[src/rtl/usb_ep_responder.sv]
module usb_ep_responder #(
  parameter int PID_W  = 2,
  parameter int CODE_W = 3
) (
  input  logic              clk,
  input  logic              rst_n,
  input  logic              phase_done,
  input  logic [PID_W-1:0]  pid,
  input  logic              token_ok,
  input  logic              data_crc_ok,
  input  logic              rx_toggle,
  input  logic              is_control,
  input  logic              ep_ready,
  input  logic              halt_set,
  input  logic              halt_clr,
  output logic              rsp_valid,
  output logic [CODE_W-1:0] rsp_code,
  output logic              data_accept,
  output logic              toggle_reset,
  output logic              exp_toggle,
  output logic              halted
);
  localparam logic [PID_W-1:0]  PID_OUT   = PID_W'(0);
  localparam logic [PID_W-1:0]  PID_IN    = PID_W'(1);
  localparam logic [PID_W-1:0]  PID_SETUP = PID_W'(2);
  localparam logic [CODE_W-1:0] R_NONE  = CODE_W'(0);
  localparam logic [CODE_W-1:0] R_DATA  = CODE_W'(1);
  localparam logic [CODE_W-1:0] R_ACK   = CODE_W'(2);
  localparam logic [CODE_W-1:0] R_NAK   = CODE_W'(3);
  localparam logic [CODE_W-1:0] R_STALL = CODE_W'(4);

  logic [CODE_W-1:0] reply;
  logic              take, flip, setup_ok;

  wire busy_reply = halted | ~ep_ready;
  wire [CODE_W-1:0] gate_reply = halted ? R_STALL : R_NAK;

  always_comb begin
    reply    = R_NONE;
    take     = 1'b0;
    flip     = 1'b0;
    setup_ok = 1'b0;
    if (token_ok) begin
      unique case (pid)
        PID_IN:    reply = busy_reply ? gate_reply : R_DATA;
        PID_OUT:   if (data_crc_ok) begin
                     reply = busy_reply ? gate_reply : R_ACK;
                     take  = ~busy_reply & (rx_toggle == exp_toggle);
                     flip  = take;
                   end
        PID_SETUP: if (data_crc_ok && is_control) begin
                     reply    = R_ACK;
                     take     = 1'b1;
                     setup_ok = 1'b1;
                   end
        default:   reply = R_NONE;
      endcase
    end
  end

  always_ff @(posedge clk) begin
    if (!rst_n) begin
      rsp_valid    <= 1'b0;
      rsp_code     <= R_NONE;
      data_accept  <= 1'b0;
      toggle_reset <= 1'b0;
      exp_toggle   <= 1'b0;
      halted       <= 1'b0;
    end else begin
      rsp_valid    <= phase_done;
      rsp_code     <= phase_done ? reply : R_NONE;
      data_accept  <= phase_done & take;
      toggle_reset <= phase_done & setup_ok;
      if (phase_done && setup_ok)  exp_toggle <= 1'b1;
      else if (phase_done && flip) exp_toggle <= ~exp_toggle;
      halted <= halt_set | (halted & ~halt_clr & ~(phase_done & setup_ok));
    end
  end
endmodule


[config.mk]
export PLATFORM = sky130hd
export DESIGN_NAME = usb_ep_responder
export DESIGN_NICKNAME = d
export VERILOG_FILES = /design/src/rtl/usb_ep_responder.sv
export SDC_FILE = /design/constraint.sdc
export NUM_CORES = 1
export LEC_CHECK = 0
export ABC_AREA = 1
export BUFFER_PORTS_ARGS = -buffer_cell sky130_fd_sc_hd__buf_2
export CAP_MARGIN = 25
export CORE_AREA = 5 5 42 44
export DETAILED_ROUTE_END_ITERATION = 10
export DIE_AREA = 0 0 47 49
export PLACE_DENSITY = 0.54
export SLEW_MARGIN = 20
export SYNTH_ARGS = -nofsm -noshare
export SYNTH_HDL_FRONTEND = slang
export SYNTH_SLANG_ARGS = --single-unit
[constraint.sdc]
create_clock -name clk -period 2.15 [get_ports clk]
set_input_delay 0.215 -clock clk [delete_from_list [all_inputs] [get_ports clk]]
set_output_delay 0.215 -clock clk [all_outputs]
set_load 0.03 [all_outputs]
**After elaboration in Yosys (flattened, before gate mapping)**

Cells that the tools add are included.

- Register bits after elaboration: 8
- Input bits: 12
- Output and inout port bits: 8
- Logic and storage cells: 43

- Eq/ne operators: 3
- Multiplexer cells: 16
- Bitwise gates (word level): 12
- Reduce and logical (&&, ||, !) cells: 6

Operators with widths:

| cell | number |
|---|---|
| two-way mux 3 bit | 4 |
| two-way mux 1 bit | 9 |
| one-hot mux 3 bit (3 select lines) | 1 |
| bitwise AND 1 bit | 5 |
| inverter 1 bit | 5 |
| logical AND 1 bit | 3 |
| AND reduction 3 bit | 1 |
| equality test 2 x 1 -> 1 bit (second input constant) | 1 |
| equality test 2 bit (second input constant) | 1 |
| logical NOT 2 bit | 1 |
| two-way mux 2 bit | 1 |
| bitwise OR 1 bit | 2 |
| one-hot mux 1 bit (2 select lines) | 1 |
| nonzero test 2 bit | 1 |
| equality test 1 bit | 1 |

**Logic depth before layout (Yosys ltp)**

Gate-level depths: netlist of the first run.

- Depth after elaboration: 10
- Gate-level depth with buffers: 6
- Gate-level depth less buffers: 6

**Worst setup path before layout of the first run**

OpenSTA, ideal clock, no wires.

- Kind: flip-flop to flip-flop
- From: register halted
- To: register rsp_code[1]
- Setup time: 115 ps
- Arrival: 940 ps
- Required time: 2035 ps
- Setup slack: 1094 ps
- Stages on the path, launching flop included: 6
- Path buffers: 0
- Clock period less this slack: 1056 ps
- Cell sequence: dfxtp_1 inv_1 nand2_2 a21oi_1 o21ai_0 inv_1

- Cells in the longest elaborated chain, start to end: 4
- Elaborated cells on any way between the ends: 6
- Those cells by class: mux: 5; bitwise: 1

Ends and longest elaborated chain:

| what | line | text |
|---|---|---|
| start: declaration | 21 | `output logic halted` |
| start signal: assignment | 76 | `halted <= halt_set \| (halted & ~halt_clr & ~(phase_done & setup_ok));` |
| two-way mux 3 bit / bitwise OR 1 bit (equally long branches) | 36, 35 |  |
| two-way mux 3 bit | 47 | `reply = busy_reply ? gate_reply : R_ACK;` |
| two-way mux 3 bit | 46 | `PID_OUT: if (data_crc_ok) begin` |
| one-hot mux 3 bit (3 select lines) * | 44 | `unique case (pid)` |
| end signal: assignment | 71 | `rsp_code <= phase_done ? reply : R_NONE;` |
| end: declaration | 17 | `output logic [CODE_W-1:0] rsp_code,` |

Mark *: on every way between the ends. The rest lies on a longest branch, timed or not.
A chain may end at the register's enable or synchronous reset.

**Worst setup path in the final report of the first run**

- From: register exp_toggle
- To: output exp_toggle

RTL lines:

| what | line | text |
|---|---|---|
| start: declaration | 20 | `output logic exp_toggle,` |
| start signal: assignment | 75 | `else if (phase_done && flip) exp_toggle <= ~exp_toggle;` |

No word-level cell between the ends.

==> flow_metrics.py, run 1 <==
metrics = {
    "floorplanning": {
        "num_rows": 14,
        "ios": 20,
        "die_h_microns": 49,
        "dieArea_sq_mm": 0.002303,
        "die-width_microns": 47,
        "start_util": 0.2580,
        "core_sq_mm": 0.001401,
    },
    "global_route": {
        "grt_pass1_vias": 330,
        "grt_max_degree": 5,
        "antenna_found_initial": 0,
        "grt_overflow": 0,
        "grt_first_pass_wirelength_microns": 1283,
        "grt_usage": 0.07687,
    },
    "routing": {
        "wl_per_cell_microns": 8.596,
        "postRouteAntennaNets": 0,
        "drt-pass1-iter-count": 4,
        "drt_iter0_drc": 4,
        "via_count": 370,
        "viasPerCell": 4.157,
        "wirelength_microns": 765,
        "drc": 0,
    },
    "layout": {
        "num_antenna_cells": 0,
        "final_cell_mix": "19 x buf_2, 11 x inv_1, 8 x dfxtp_1, 7 x nand2_1, 7 x nor2_1",
        "drive_gt1_frac": 0.3836,
        "finalInstanceArea_sq_um": 499.2,
        "final_common_cell": "buf_2",
        "syn_to_final_growth_pct": 38.06,
        "layout.nets": 87,
    },
    "synthesis": {
        "syn_inst": 51,
        "synth_seq_area_share": 0.4429,
        "synth_seq_cells": 8,
        "netlist_top_cells_area": "dfxtp_1 44%, inv_1 11%, nand2_1 7.3%",
        "syn_nets": 63,
        "synth.distinct_cells": 13,
        "yosys_warnings": 0,
        "syn_area_sq_um": 361.6,
        "synth_top_cell_area_share": 0.4429,
        "synth_largest_area_cell": "dfxtp_1",
        "syn_avg_cell_area_sq_um": 7.090,
    },
    "critical_path": {
        "reg2reg_depth": 6,
        "cp_max_fo": 3,
        "cp_num_buf_inv": 1,
        "crit_type": "reg2out",
        "reg2reg_to": "exp_toggle",
        "cp.required_ns": 1.93,
        "r2r-start": "halted",
        "crit_end": "exp_toggle",
        "worstSetupEndpointType": "output port",
        "cp_slowest_cell": "dfxtp_1",
        "critPathLaunch": "exp_toggle",
        "startpoint_type": "flip-flop",
        "critical_path_depth": 1,
        "critPathArrivalTime_ns": 0.82,
        "rrSetupSlack_ns": 1.20,
        "crit_chain": "buf_2",
        "cp_slowest_stage_delay_ns": 0.36,
        "cp_top_family": "flip-flops",
    },
    "sta": {
        "maxSlewViolCount": 0,
        "max_freq_mhz": 968.7,
        "finalHoldViolations": 0,
        "fin_skew_ns": 0.002816,
        "setup_tns_ns": 0,
        "period_share": 0.4801,
        "relSlewSlack": 0.8869,
        "rsz0062_at_grt": "no",
        "max_slew.worst_pin.slew_ns": 0.1683,
        "min_period_ns": 1.032,
        "setup_violations": 0,
    },
    "placement": {
        "dpl_cell_area_sq_um": 476.7,
        "portBuffers": 19,
        "gp_congestion": 0.7876,
        "dp_hpwl_microns": 665.2,
    },
    "clock_tree": {
        "cts_tree": "yes",
        "cts.repair.resized": 0,
        "clkTransAtPathRegs_ns": 0.05,
        "cts.sinks": 8,
        "clk_latency_ns": 0.25,
        "cts_buffers": 3,
        "htree_levels": 1,
        "clock_path_buffers": 2,
        "root_buffer": "clkbuf_4",
        "cts_setup_buffers": 0,
        "cts_hold_buf": 0,
    },
    "run_status": {
        "status": "completed",
    },
    "pwr": {
        "leakage_nw": 0.2891,
        "p_per_area_mw_per_mm2": 621.8,
        "ir_drop_uv": 227.4,
    },
    "worst_hold_path": {
        "hp-class": "in2reg",
        "whs_path_depth": 3,
    },
    "run": {
        "drv_cap": 0,
    },
}
per-layer routing:
metal	vias up	global-route usage	wire (microns)
met1	155	0.08830	323
li1	200	-	-
met5	-	0	0
met2	13	0.1154	357
met3	2	0.03321	77
met4	0	0.04147	8
how the worst min path moves through the flow:
| stage | from | to | slack (ns) |
|---|---|---|---|
| final | phase_done | rsp_valid | 0.16 |
| after detailed placement | phase_done | rsp_valid | 0.42 |
| after global routing | pid[1] | rsp_code[2] | 0.18 |
| after CTS | phase_done | rsp_valid | 0.16 |
| after global placement | phase_done | rsp_valid | 0.41 |
| after floorplan | pid[1] | rsp_code[2] | 0.29 |
sequential cells by signal, indices dropped and copies added (netlist names):
signal	cells
rsp_code	3
data_accept	1
exp_toggle	1
halted	1
rsp_valid	1
toggle_reset	1
through the flow:
stage / setup WS, ns / hold slack, ns / std cells / total power, W / utilization
2_1_floorplan: 1.094 / 0.2883 / 51 / 0.0001839 / -
3_3_place_gp: 1.193 / 0.4135 / 86 / 0.0002039 / 0.3402
3_5_place_dp: 1.199 / 0.4172 / 86 / 0.0002040 / 0.3402
4_1_cts: 1.107 / 0.1565 / 89 / 0.0003158 / 0.3563
5_1_grt: 1.075 / 0.1817 / 89 / 0.0003302 / 0.3563
6_report: 1.118 / 0.1587 / 89 / 0.0003104 / 0.3563
worst min-delay path: stages:
cell	delay (ns)
buf_2	0.08
nand2_1	0.04
inv_1	0.04
cells in the mapped netlist, drive strengths merged:
cell / count
o21ai: 1
nor4: 1
inv: 12
nand3: 5
xnor2: 1
nand3b: 1
a21oi: 4
dfxtp: 8
nor2: 9
nand2: 9
cells by family (layout without fill, tap and decap cells):
logic type	count (synthesis)	after routing	share of synthesized area
simple gates	25	25	0.3391
buf+inv	12	34	0.1246
flops	8	8	0.4429
compound gates	5	5	0.06919
xor+xnor	1	1	0.02423
cell type report:
type,instances,area [sq um]
Clock buffer,3,22.52
Fill cell,165,902.1
Inverter,12,45.04
Multi-Input combinational cell,31,156.4
Tap cell,16,20.02
Timing Repair Buffer,19,95.09
Sequential cell,8,160.2
where the power goes:
group / internal (W) / switching [W] / leakage, nW
Combinational: 0.0000175 / 0.0000294 / 0.210
Sequential: 0.000152 / 0.00000155 / 0.0652
Clock: 0.0000635 / 0.0000460 / 0.0138
No activity file was read; power rests on OpenSTA's default activity.
==> inputs of run 2 (changes only) <==
--- a/config.mk
+++ b/config.mk
@@ -5,13 +5,13 @@
 export SDC_FILE = /design/constraint.sdc
 export NUM_CORES = 1
 export LEC_CHECK = 0
-export ABC_AREA = 1
+export ABC_AREA = 0
 export BUFFER_PORTS_ARGS = -buffer_cell sky130_fd_sc_hd__buf_2
 export CAP_MARGIN = 25
 export CORE_AREA = 5 5 42 44
 export DETAILED_ROUTE_END_ITERATION = 10
 export DIE_AREA = 0 0 47 49
-export PLACE_DENSITY = 0.54
+export PLACE_DENSITY = 0.52
 export SLEW_MARGIN = 20
 export SYNTH_ARGS = -nofsm -noshare
 export SYNTH_HDL_FRONTEND = slang
==> constraint.sdc (replaced) <==
create_clock -name clk -period 1.05 [get_ports clk]
set_input_delay 0.105 -clock clk [delete_from_list [all_inputs] [get_ports clk]]
set_output_delay 0.105 -clock clk [all_outputs]
set_load 0.03 [all_outputs]
==> run 2 against run 1 <==
Against the previous run:
- largest power group unchanged
- highest routed layer unchanged
- worst setup slack lost 1.1 ns
- utilization grew 1.9 points
- combinational power grew 130%
==> flow_metrics.py, run 2 <==
metrics = {
    "sta": {
        "relSlewSlack": 0.8460,
        "max_slew.worst_pin.slew_ns": 0.2278,
        "rsz0062_at_grt": "no",
        "period_share": 0.9735,
        "fin_skew_ns": 0.01130,
        "max_freq_mhz": 978.3,
        "min_period_ns": 1.022,
        "setup_slack_ns": 0.02781,
        "finalHoldViolations": 0,
        "setup_violations": 0,
        "maxSlewViolCount": 0,
    },
    "placement": {
        "gp_congestion": 0.7546,
        "dpl_cell_area_sq_um": 489.2,
        "portBuffers": 19,
        "dp_hpwl_microns": 668.6,
        "post-place-ws_ns": -0.07065,
    },
    "synthesis": {
        "synthSimpleGateAreaFrac": 0.3057,
        "synth_largest_area_cell": "dfxtp_1",
        "yosysMostFrequentCell": "dfxtp_1",
        "yosys_warnings": 0,
        "muxShareOfSynthArea": 0,
        "netlist_top_cells_area": "dfxtp_1 48%, a31oi_1 3.8%, and2_1 3.8%",
        "synth_compound_area_frac": 0.1623,
        "syn_avg_cell_area_sq_um": 9.752,
        "synth_top_family_by_area": "simple AND/OR/NAND/NOR gates",
        "synth_top_cell_area_share": 0.4830,
        "synth_seq_cells": 8,
        "synthXorXnorAreaFrac": 0.02642,
        "syn_nets": 46,
        "syn_area_sq_um": 331.6,
        "synth_seq_area_share": 0.4830,
        "synth_fa_ha_area_frac": 0,
        "synthArstFlopShare": 0,
        "yosys_most_used_dff": "dfxtp_1",
        "synth.distinct_cells": 21,
        "synth_edf_count": 0,
        "syn_inst": 34,
    },
    "layout": {
        "final_cell_mix": "18 x buf_2, 6 x dfxtp_1, 6 x buf_4, 3 x clkbuf_4",
        "final_util": 0.3750,
        "final_common_cell": "buf_2",
        "regMostFlops": "rsp_code",
        "num_antenna_cells": 0,
        "layout.nets": 75,
        "drive_gt1_frac": 0.5161,
        "largest_reg_flops": 3,
        "syn_to_final_growth_pct": 58.49,
        "finalInstanceArea_sq_um": 525.5,
    },
    "clock_tree": {
        "clkTransAtPathRegs_ns": 0.06,
        "clk_latency_ns": 0.26,
        "cts.sinks": 8,
        "cts_tree": "yes",
        "htree_levels": 1,
        "cts_buffers": 3,
        "root_buffer": "clkbuf_4",
        "clock_path_buffers": 2,
    },
    "global_route": {
        "grt_overflow": 0,
        "grt_max_degree": 7,
        "grt_pass1_vias": 365,
        "antenna_found_initial": 0,
        "grt_usage": 0.08316,
        "grt_first_pass_wirelength_microns": 1407,
    },
    "critical_path": {
        "cp_slowest_cell": "dfxtp_4",
        "r2r-start": "halted",
        "crit_end": "halted",
        "crit_chain": "buf_4 -> buf_4",
        "worstSetupEndpointType": "output port",
        "reg2reg_depth": 3,
        "cp_max_fo": 4,
        "startpoint_type": "flip-flop",
        "cp_slowest_stage_delay_ns": 0.35,
        "reg2reg_to": "exp_toggle",
        "critPathArrivalTime_ns": 0.92,
        "critPathLaunch": "halted",
        "cpMostUsedCell": "buf_4",
        "cp.required_ns": 0.94,
        "rrSetupSlack_ns": 0.04,
        "crit_type": "reg2out",
    },
    "routing": {
        "drt-pass1-iter-count": 4,
        "postRouteAntennaNets": 0,
        "via_count": 361,
        "wirelength_microns": 844,
        "drt_iter0_drc": 18,
        "viasPerCell": 4.628,
        "wl_per_cell_microns": 10.82,
        "drc": 0,
    },
    "floorplanning": {
        "die_h_microns": 49,
        "num_rows": 14,
        "die-width_microns": 47,
        "start_util": 0.2366,
        "ios": 20,
        "core_sq_mm": 0.001401,
        "dieArea_sq_mm": 0.002303,
    },
    "run": {
        "drv_cap": 0,
    },
    "worst_hold_path": {
        "hp-class": "in2reg",
        "worstHoldStart": "halt_set",
    },
    "run_status": {
        "status": "completed",
    },
    "pwr": {
        "p_per_area_mw_per_mm2": 1300,
        "ir_drop_uv": 651.4,
        "leakage_nw": 0.2622,
    },
}
[run 2: changes by cell type in the layout (fill, tap and decap cells not counted), moves of 3 or more]
| cell | delta |
|---|---|
| inv_1 | -9 |
| nor2_1 | -6 |
| nand2_1 | -6 |
| buf_4 | +6 |
| nand3_1 | -3 |
[run 2: through the flow]
stage,total power (W),hold WS (ns),setup TNS (ns),instances
floorplan,0.0003652,0.1817,-0.05639,34
global placement,0.0004216,0.3231,-0.05347,74
detailed placement,0.0004209,0.3244,-0.07065,74
CTS,0.0006907,0.04884,0,78
global route,0.0007225,0.04560,0,78
finish,0.0006829,0.04852,0,78
[run 2: cells by family after synthesis]
group	Yosys count
compound gates	8
xor+xnor	1
buf+inv	2
flops	8
simple gates	15
[run 2: report_power, final]
group | leakage (nW) | switching [W] | internal (W)
registers | 0.0662 | 0.00000389 | 0.000310
clock network | 0.0150 | 0.000117 | 0.000146
logic | 0.181 | 0.0000544 | 0.0000516
[run 2: layer usage]
layer,track usage,part of all wire,up-vias
met3,0.03690,0.10,2
met5,0,0,-
met4,0.05530,0.017,0
met1,0.1035,0.44,159
met2,0.1109,0.44,16
li1,-,-,184
[run 2: layout make-up]
class,count,area (sq um)
fill,161,875.8
timing repair buffer,24,135.1
inverter,2,7.507
sequential,8,165.2
multi-input combinational,24,171.4
clock buffer,4,26.28
tap,16,20.02
[run 2: worst min path at each step]
stage | cells after the start | end
2_1_floorplan | 1 | rsp_code[2]
3_3_place_gp | 2 | halted
3_5_place_dp | 2 | halted
4_1_cts | 2 | halted
5_1_grt | 2 | halted
6_report | 2 | halted
[run 2: what timing repair did]
item | 4_1_cts | 5_1_grt
resized for setup | 2 | 2
hold endpoints to repair | 0 | 0
buffers inserted | 0 | 0
hold buffers | 0 | 0
endpoints found under the setup margin | 2 | 2
pin swaps | 0 | 1
[run 2: critical path: cells and delay by family, from the launching register on]
family	cells	cell delay (ns)
buffers and inverters	2	0.30
flip-flops	1	0.35
